## config.mk

```make
export PLATFORM = sky130hd
export DESIGN_NAME = spad_chain_dma
export DESIGN_NICKNAME = d
export VERILOG_FILES = /design/src/rtl/scdma_pkg.sv /design/src/rtl/scdma_tag_decode.sv /design/src/rtl/scdma_rd_port.sv /design/src/rtl/scdma_spad_wr.sv /design/src/rtl/spad_chain_dma.sv
export SDC_FILE = /design/constraint.sdc
export NUM_CORES = 1
export LEC_CHECK = 0
export BUFFER_PORTS_ARGS = -buffer_cell sky130_fd_sc_hd__buf_2
export CAP_MARGIN = 20
export CORE_ASPECT_RATIO = 0.7
export CORE_MARGIN = 5
export CORE_UTILIZATION = 30
export CTS_CLUSTER_DIAMETER = 120
export DETAILED_ROUTE_END_ITERATION = 6
export PLACE_DENSITY_LB_ADDON = 0.08
export SLEW_MARGIN = 20
export SYNTH_ARGS = -nofsm -noshare
export SYNTH_HDL_FRONTEND = slang
export SYNTH_SLANG_ARGS = --single-unit
```

## constraint.sdc

```tcl
create_clock -name clk -period 3 [get_ports clk]
set_input_delay 0.45 -clock clk [delete_from_list [all_inputs] [get_ports clk]]
set_output_delay 0.45 -clock clk [all_outputs]
set_load 0.01 [all_outputs]
```

## src/rtl/scdma_pkg.sv

```systemverilog
package scdma_pkg;
   typedef enum logic [2:0] {
      S_IDLE,
      S_TAG_RD,
      S_TAG_WAIT,
      S_DAT_RD,
      S_DAT_WAIT,
      S_DONE
   } scdma_state_t;

   localparam int TAG_ID_W   = 3;
   localparam int TAG_CNT_LO = 0;
   localparam int TAG_ID_LO  = 28;
   localparam int TAG_IRQ_B  = 31;
   localparam int TAG_ADR_LO = 32;

   localparam logic [TAG_ID_W-1:0] ID_REF_END = 3'd0;
   localparam logic [TAG_ID_W-1:0] ID_END     = 3'd7;
endpackage

```

## src/rtl/scdma_tag_decode.sv

```systemverilog
module scdma_tag_decode #(
   parameter int ADDR_W = 32,
   parameter int CNT_W  = 16
) (
   input  logic [CNT_W-1:0]               tag_cnt,
   input  logic [scdma_pkg::TAG_ID_W-1:0] tag_id,
   input  logic                           tag_irq,
   input  logic [ADDR_W-1:0]              tag_addr,
   input  logic                           irq_en,
   output logic [CNT_W-1:0]               pkt_cnt,
   output logic [ADDR_W-1:0]              pkt_addr,
   output logic                           pkt_stop
);
   import scdma_pkg::*;

   if (CNT_W > 16) begin : g_cnt_bad
      $error("CNT_W must fit the 16-bit tag count field");
   end
   if (ADDR_W > 32) begin : g_addr_bad
      $error("ADDR_W must fit the 32-bit tag address word");
   end

   logic id_ends;

   always_comb begin
      id_ends  = (tag_id == ID_END) || (tag_id == ID_REF_END);
      pkt_stop = id_ends || (tag_irq && irq_en);
      pkt_cnt  = tag_cnt;
      pkt_addr = tag_addr;
   end
endmodule

```

## src/rtl/scdma_rd_port.sv

```systemverilog
module scdma_rd_port #(
   parameter int ADDR_W = 32,
   parameter int QB_LOG = 4,
   parameter bit ALIGN  = 1'b1
) (
   input  logic              clk,
   input  logic              rst_n,
   input  logic              issue,
   input  logic [ADDR_W-1:0] issue_addr,
   output logic              mem_rd_req,
   output logic [ADDR_W-1:0] mem_rd_addr
);
   logic [ADDR_W-1:0] addr_fmt;

   if (ALIGN) begin : g_align
      assign addr_fmt = {issue_addr[ADDR_W-1:QB_LOG], {QB_LOG{1'b0}}};
   end else begin : g_raw
      assign addr_fmt = issue_addr;
   end

   always_ff @(posedge clk or negedge rst_n) begin
      if (!rst_n) begin
         mem_rd_req  <= 1'b0;
         mem_rd_addr <= '0;
      end else begin
         mem_rd_req <= issue;
         if (issue) mem_rd_addr <= addr_fmt;
      end
   end
endmodule

```

## src/rtl/scdma_spad_wr.sv

```systemverilog
module scdma_spad_wr #(
   parameter int QW_W    = 128,
   parameter int SPAD_AW = 8,
   parameter bit REG_OUT = 1'b1
) (
   input  logic               clk,
   input  logic               rst_n,
   input  logic               load,
   input  logic [SPAD_AW-1:0] load_addr,
   input  logic               wr,
   input  logic [QW_W-1:0]    wr_data,
   output logic               spad_we,
   output logic [SPAD_AW-1:0] spad_addr,
   output logic [QW_W-1:0]    spad_wdata
);
   logic [SPAD_AW-1:0] ptr;

   always_ff @(posedge clk or negedge rst_n) begin
      if (!rst_n)    ptr <= '0;
      else if (load) ptr <= load_addr;
      else if (wr)   ptr <= ptr + SPAD_AW'(1);
   end

   if (REG_OUT) begin : g_reg
      always_ff @(posedge clk or negedge rst_n) begin
         if (!rst_n) begin
            spad_we    <= 1'b0;
            spad_addr  <= '0;
            spad_wdata <= '0;
         end else begin
            spad_we <= wr;
            if (wr) begin
               spad_addr  <= ptr;
               spad_wdata <= wr_data;
            end
         end
      end
   end else begin : g_comb
      assign spad_we    = wr;
      assign spad_addr  = ptr;
      assign spad_wdata = wr_data;
   end
endmodule

```

## src/rtl/spad_chain_dma.sv

```systemverilog
module spad_chain_dma #(
   parameter int ADDR_W  = 32,
   parameter int CNT_W   = 16,
   parameter int SPAD_AW = 8,
   parameter int QW_W    = 128,
   parameter bit WR_REG  = 1'b1
) (
   input  logic               clk,
   input  logic               rst_n,
   input  logic               cfg_chain,
   input  logic               cfg_tag_fwd,
   input  logic               cfg_irq_en,
   input  logic               start_set,
   input  logic [ADDR_W-1:0]  init_data_addr,
   input  logic [CNT_W-1:0]   init_count,
   input  logic [ADDR_W-1:0]  init_tag_addr,
   input  logic [SPAD_AW-1:0] init_spad_addr,
   output logic               busy,
   output logic               done_irq,
   output logic               mem_rd_req,
   output logic [ADDR_W-1:0]  mem_rd_addr,
   input  logic               mem_rd_valid,
   input  logic [QW_W-1:0]    mem_rd_data,
   output logic               spad_we,
   output logic [SPAD_AW-1:0] spad_addr,
   output logic [QW_W-1:0]    spad_wdata
);
   import scdma_pkg::*;

   localparam int QW_BYTES = QW_W / 8;
   localparam int QB_LOG   = $clog2(QW_BYTES);
   localparam logic [ADDR_W-1:0] QW_STEP = ADDR_W'(QW_BYTES);

   if (QW_W < 64 || (QW_W % 8) != 0) begin : g_qw_bad
      $error("QW_W must be a byte multiple of at least 64 bits");
   end
   if (CNT_W > ADDR_W) begin : g_cw_bad
      $error("CNT_W must not exceed ADDR_W");
   end

   scdma_state_t      state;
   logic              fwd_q, ien_q, fin_q;
   logic [ADDR_W-1:0] data_addr, tag_addr;
   logic [CNT_W-1:0]  cnt_q;

   logic [CNT_W-1:0]  dec_cnt;
   logic [ADDR_W-1:0] dec_addr;
   logic              dec_stop;
   logic              issue, wr, load;
   logic [ADDR_W-1:0] issue_addr;
   logic [ADDR_W-1:0] next_tag;

   scdma_tag_decode #(.ADDR_W(ADDR_W), .CNT_W(CNT_W)) dec_i (
      .tag_cnt  (mem_rd_data[TAG_CNT_LO +: CNT_W]),
      .tag_id   (mem_rd_data[TAG_ID_LO +: TAG_ID_W]),
      .tag_irq  (mem_rd_data[TAG_IRQ_B]),
      .tag_addr (mem_rd_data[TAG_ADR_LO +: ADDR_W]),
      .irq_en   (ien_q),
      .pkt_cnt  (dec_cnt),
      .pkt_addr (dec_addr),
      .pkt_stop (dec_stop)
   );

   always_comb begin
      issue      = (state == S_TAG_RD) || (state == S_DAT_RD);
      issue_addr = (state == S_TAG_RD) ? tag_addr : data_addr;
      wr         = mem_rd_valid &&
                   ((state == S_DAT_WAIT) || ((state == S_TAG_WAIT) && fwd_q));
      load       = (state == S_IDLE) && start_set;
      next_tag   = tag_addr + QW_STEP + (ADDR_W'(dec_cnt) << QB_LOG);
      done_irq   = (state == S_DONE);
   end

   scdma_rd_port #(.ADDR_W(ADDR_W), .QB_LOG(QB_LOG), .ALIGN(1'b1)) rd_i (
      .clk         (clk),
      .rst_n       (rst_n),
      .issue       (issue),
      .issue_addr  (issue_addr),
      .mem_rd_req  (mem_rd_req),
      .mem_rd_addr (mem_rd_addr)
   );

   scdma_spad_wr #(.QW_W(QW_W), .SPAD_AW(SPAD_AW), .REG_OUT(WR_REG)) wr_i (
      .clk        (clk),
      .rst_n      (rst_n),
      .load       (load),
      .load_addr  (init_spad_addr),
      .wr         (wr),
      .wr_data    (mem_rd_data),
      .spad_we    (spad_we),
      .spad_addr  (spad_addr),
      .spad_wdata (spad_wdata)
   );

   always_ff @(posedge clk or negedge rst_n) begin
      if (!rst_n) begin
         state     <= S_IDLE;
         busy      <= 1'b0;
         fwd_q     <= 1'b0;
         ien_q     <= 1'b0;
         fin_q     <= 1'b0;
         data_addr <= '0;
         tag_addr  <= '0;
         cnt_q     <= '0;
      end else begin
         case (state)
            S_IDLE: begin
               if (start_set) begin
                  busy      <= 1'b1;
                  fwd_q     <= cfg_tag_fwd;
                  ien_q     <= cfg_irq_en;
                  fin_q     <= !cfg_chain;
                  data_addr <= init_data_addr;
                  tag_addr  <= init_tag_addr;
                  cnt_q     <= init_count;
                  if (init_count != '0) state <= S_DAT_RD;
                  else if (cfg_chain)   state <= S_TAG_RD;
                  else                  state <= S_DONE;
               end
            end
            S_TAG_RD: state <= S_TAG_WAIT;
            S_TAG_WAIT: begin
               if (mem_rd_valid) begin
                  data_addr <= dec_addr;
                  cnt_q     <= dec_cnt;
                  fin_q     <= dec_stop;
                  tag_addr  <= next_tag;
                  if (dec_cnt != '0) state <= S_DAT_RD;
                  else if (dec_stop) state <= S_DONE;
                  else               state <= S_TAG_RD;
               end
            end
            S_DAT_RD: state <= S_DAT_WAIT;
            S_DAT_WAIT: begin
               if (mem_rd_valid) begin
                  data_addr <= data_addr + QW_STEP;
                  cnt_q     <= cnt_q - CNT_W'(1);
                  if (cnt_q == CNT_W'(1)) state <= fin_q ? S_DONE : S_TAG_RD;
                  else                    state <= S_DAT_RD;
               end
            end
            S_DONE: begin
               busy  <= 1'b0;
               state <= S_IDLE;
            end
            default: state <= S_IDLE;
         endcase
      end
   end
endmodule

```

==> metrics.yaml <==
crit_arrival_ps: 3380
syn_inst: 1500
antenna_found_initial: 6
critPathMaxFanout: 6
synth_most_common_cell: "nand2_1"
die_area_mm2: 0.0476
die-width_um: 259
nets: 2156
place_congestion: 0.874
post_drt_wl_per_cell_um: 20.3
grt_pass1_wl_mm: 76.1
synth_top_cell_area_share: 0.487
fmax_mhz: 344
grt_pass1_vias: 12031
hold_viol_final: 0
dr.pass1.iters: 7
synth_common_cells: "524 x nand2_1, 253 x dfrtp_1, 109 x o21ai_0"
worstMarginPinSlew_ps: 820
hpwl_mm: 38.3
fillerInstances: 4455
setup_violations: 0
synthesis.area_mm2: 0.0130
rsz0062_at_grt: "yes"
io_pins: 395
async_flop_share: 1.00
leakage_nw: 8.59
clockBufferDepth: 3
rows: 63
met1_usage: 0.301
drv_slew: 0
cts_root_buffer: "clkbuf_16"
clk_pin_slew_worst_paths_ps: 60
synthToLayoutAreaGrowth_pct: 29.2
cp-end-kind: "register"
core_area_mm2: 0.0426
ys_types: 84
cts_tree: "yes"
die_y_um: 184
synth_area_per_cell_um2: 8.66
drtIter0Drc: 1096
cts_buffers: 29
post-route-drc-count: 0
period_needed_ps: 2900
synthTopCellsByArea: "dfrtp_1 49%, nand2_1 15%, o21ai_0 4.2%"
period_share: 0.968
fin_setup_tns_ps: 0
skew_ps: 8.96
grt-busiest-layer: "met2"
hold_slack_ps: 76.4
max-slew-margin-rel: 0.451
met3_usage: 0.0386
yosysSeqAreaShare: 0.487
power_density_mw_per_mm2: 1130
synth_ff_type: "dfrtp_1"
met2_usage: 0.316
vias: 12335
min_path_type: "in -> reg"
ys_seq_elements: 253
port_buffers: 382
worstPathRequired_ps: 3470
insertion_delay_ps: 560
ant_nets: 0
grtUsageTotal: 0.204
path_class: "reg -> reg"
synth.largest_area_cell: "dfrtp_1"
status: "finished, final reports clean"
vdd_drop_max_mv: 0.668
via_per_inst: 4.99
initial_utilization: 0.305
cts_max_level: 1
cp-start-kind: "register"
wl_mm: 50.2
synth_edf_count: 0
grt-ovfl-total: 0
grt_max_degree: 70
yosys_warnings: 0
cts.sinks: 253
drv_cap: 0
drive_gt1_frac: 0.279
==> report_power, final <==
| part | internal [mW] | switching (mW) |
|---|---|---|
| Sequential | 5.01 | 1.37 |
| Combinational | 3.56 | 5.51 |
| Clock | 2.09 | 1.49 |
| Total | 10.7 | 8.37 |
==> metal layers <==
| layer | share of wire | wire length [µm] |
|---|---|---|
| met3 | 0.063 | 3170 |
| met2 | 0.45 | 22600 |
| met4 | 0.017 | 865 |
| met5 | 0 | 0 |
| met1 | 0.47 | 23500 |
==> layout make-up <==
| type | count | area (µm²) | area share |
|---|---|---|---|
| repair buffers | 461 | 2570 | 0.153 |
| flip-flops and latches | 253 | 6330 | 0.377 |
| well taps | 552 | 691 | 0.0411 |
| diodes | 3 | 7.51 | 0.000447 |
| multi-input cells | 1130 | 6170 | 0.368 |
| clock buffers | 42 | 835 | 0.0497 |
| clock inverters | 9 | 101 | 0.00604 |
| inverters | 21 | 81.3 | 0.00485 |
==> what timing repair did <==
item                                    CTS  global route
hold buffers                              1             0
endpoints found under the setup margin    0             5
buffers inserted                          0             0
endpoints found under the hold margin    63             0
gates resized for setup                   0             4
==> registers in the layout, summed over array words and instances (netlist names) <==
| signal | cells |
|---|---|
| state | 3 |
| wr_i.ptr | 8 |
| data_addr | 28 |
| rd_i.mem_rd_addr | 28 |
| fin_q | 1 |
| fwd_q | 1 |
| tag_addr | 28 |
| wr_i.spad_we | 1 |
| wr_i.spad_wdata | 128 |
| busy | 1 |
| ien_q | 1 |
| cnt_q | 16 |
| rd_i.mem_rd_req | 1 |
| wr_i.spad_addr | 8 |
==> metrics by stage <==
| stage | utilization | setup WS, ps | cell area [µm²] | cells | power, mW |
|---|---|---|---|---|---|
| final | 0.394 | 97.0 | 16800 | 2471 | 19.0 |
| after global placement | 0.371 | -74.3 | 15800 | 2416 | 15.4 |
| after detailed placement | 0.371 | -74.2 | 15800 | 2416 | 15.5 |
| after CTS | 0.394 | 79.3 | 16800 | 2468 | 19.2 |
| after global routing | 0.394 | -40.5 | 16800 | 2471 | 20.6 |
| after floorplan | - | 171 | 13000 | 1503 | 11.8 |
==> cells by family (layout without fill, tap and decap cells) <==
group           Yosys count  count (layout)  synth area share
compound gates          304             304             0.152
xor+xnor                 14              14           0.00944
fa+ha+maj                37              37            0.0362
buf+inv                 120             533            0.0430
flops                   253             253             0.487
mux                      33              33            0.0254
other cells               1               7          0.000289
simple gates            738             738             0.246
==> path summary, 6_finish.rpt <==
kind / startpoint / endpoint / cells after the start / slack [ps]
worst max-delay path: tag_addr[5] / tag_addr[31] / 10 / 100
worst min-delay path: mem_rd_data[124] / wr_i.spad_wdata[124] / 3 / 80
worst max register to register: tag_addr[5] / tag_addr[31] / 10 / 100
worst min register to register: wr_i.spad_wdata[53] / wr_i.spad_wdata[53] / 2 / 470
max in group asynchronous: rst_n / rd_i.mem_rd_addr[6] / 3 / 1660
min in group asynchronous: rst_n / wr_i.spad_wdata[20] / 2 / 440
==> cell usage in the layout, fill, tap and decap left out, types with 10 or more instances in the layout <==
| cell | instances |
|---|---|
| a21oi_1 | 44 |
| a221oi_1 | 18 |
| a22oi_1 | 17 |
| a31oi_1 | 15 |
| buf_2 | 381 |
| buf_4 | 74 |
| clkbuf_16 | 29 |
| dfrtp_1 | 252 |
| ha_1 | 36 |
| inv_1 | 19 |
| mux2i_1 | 33 |
| nand2_1 | 524 |
| nand3_1 | 30 |
| nand4_1 | 10 |
| nor2_1 | 64 |
| nor3_1 | 23 |
| nor4_1 | 18 |
| o211ai_1 | 10 |
| o21ai_0 | 109 |
| o22ai_1 | 12 |
==> critical path, cell delays in order (launching register included) <==
cell	delay [ps]
dfrtp_1	380
ha_1	270
ha_1	170
inv_1	60
fa_1	380
and2b_1	260
o2111ai_2	160
a21boi_2	250
a211oi_4	130
or4_1	540
a211oi_2	220
No activity file was read; power rests on OpenSTA's default activity.
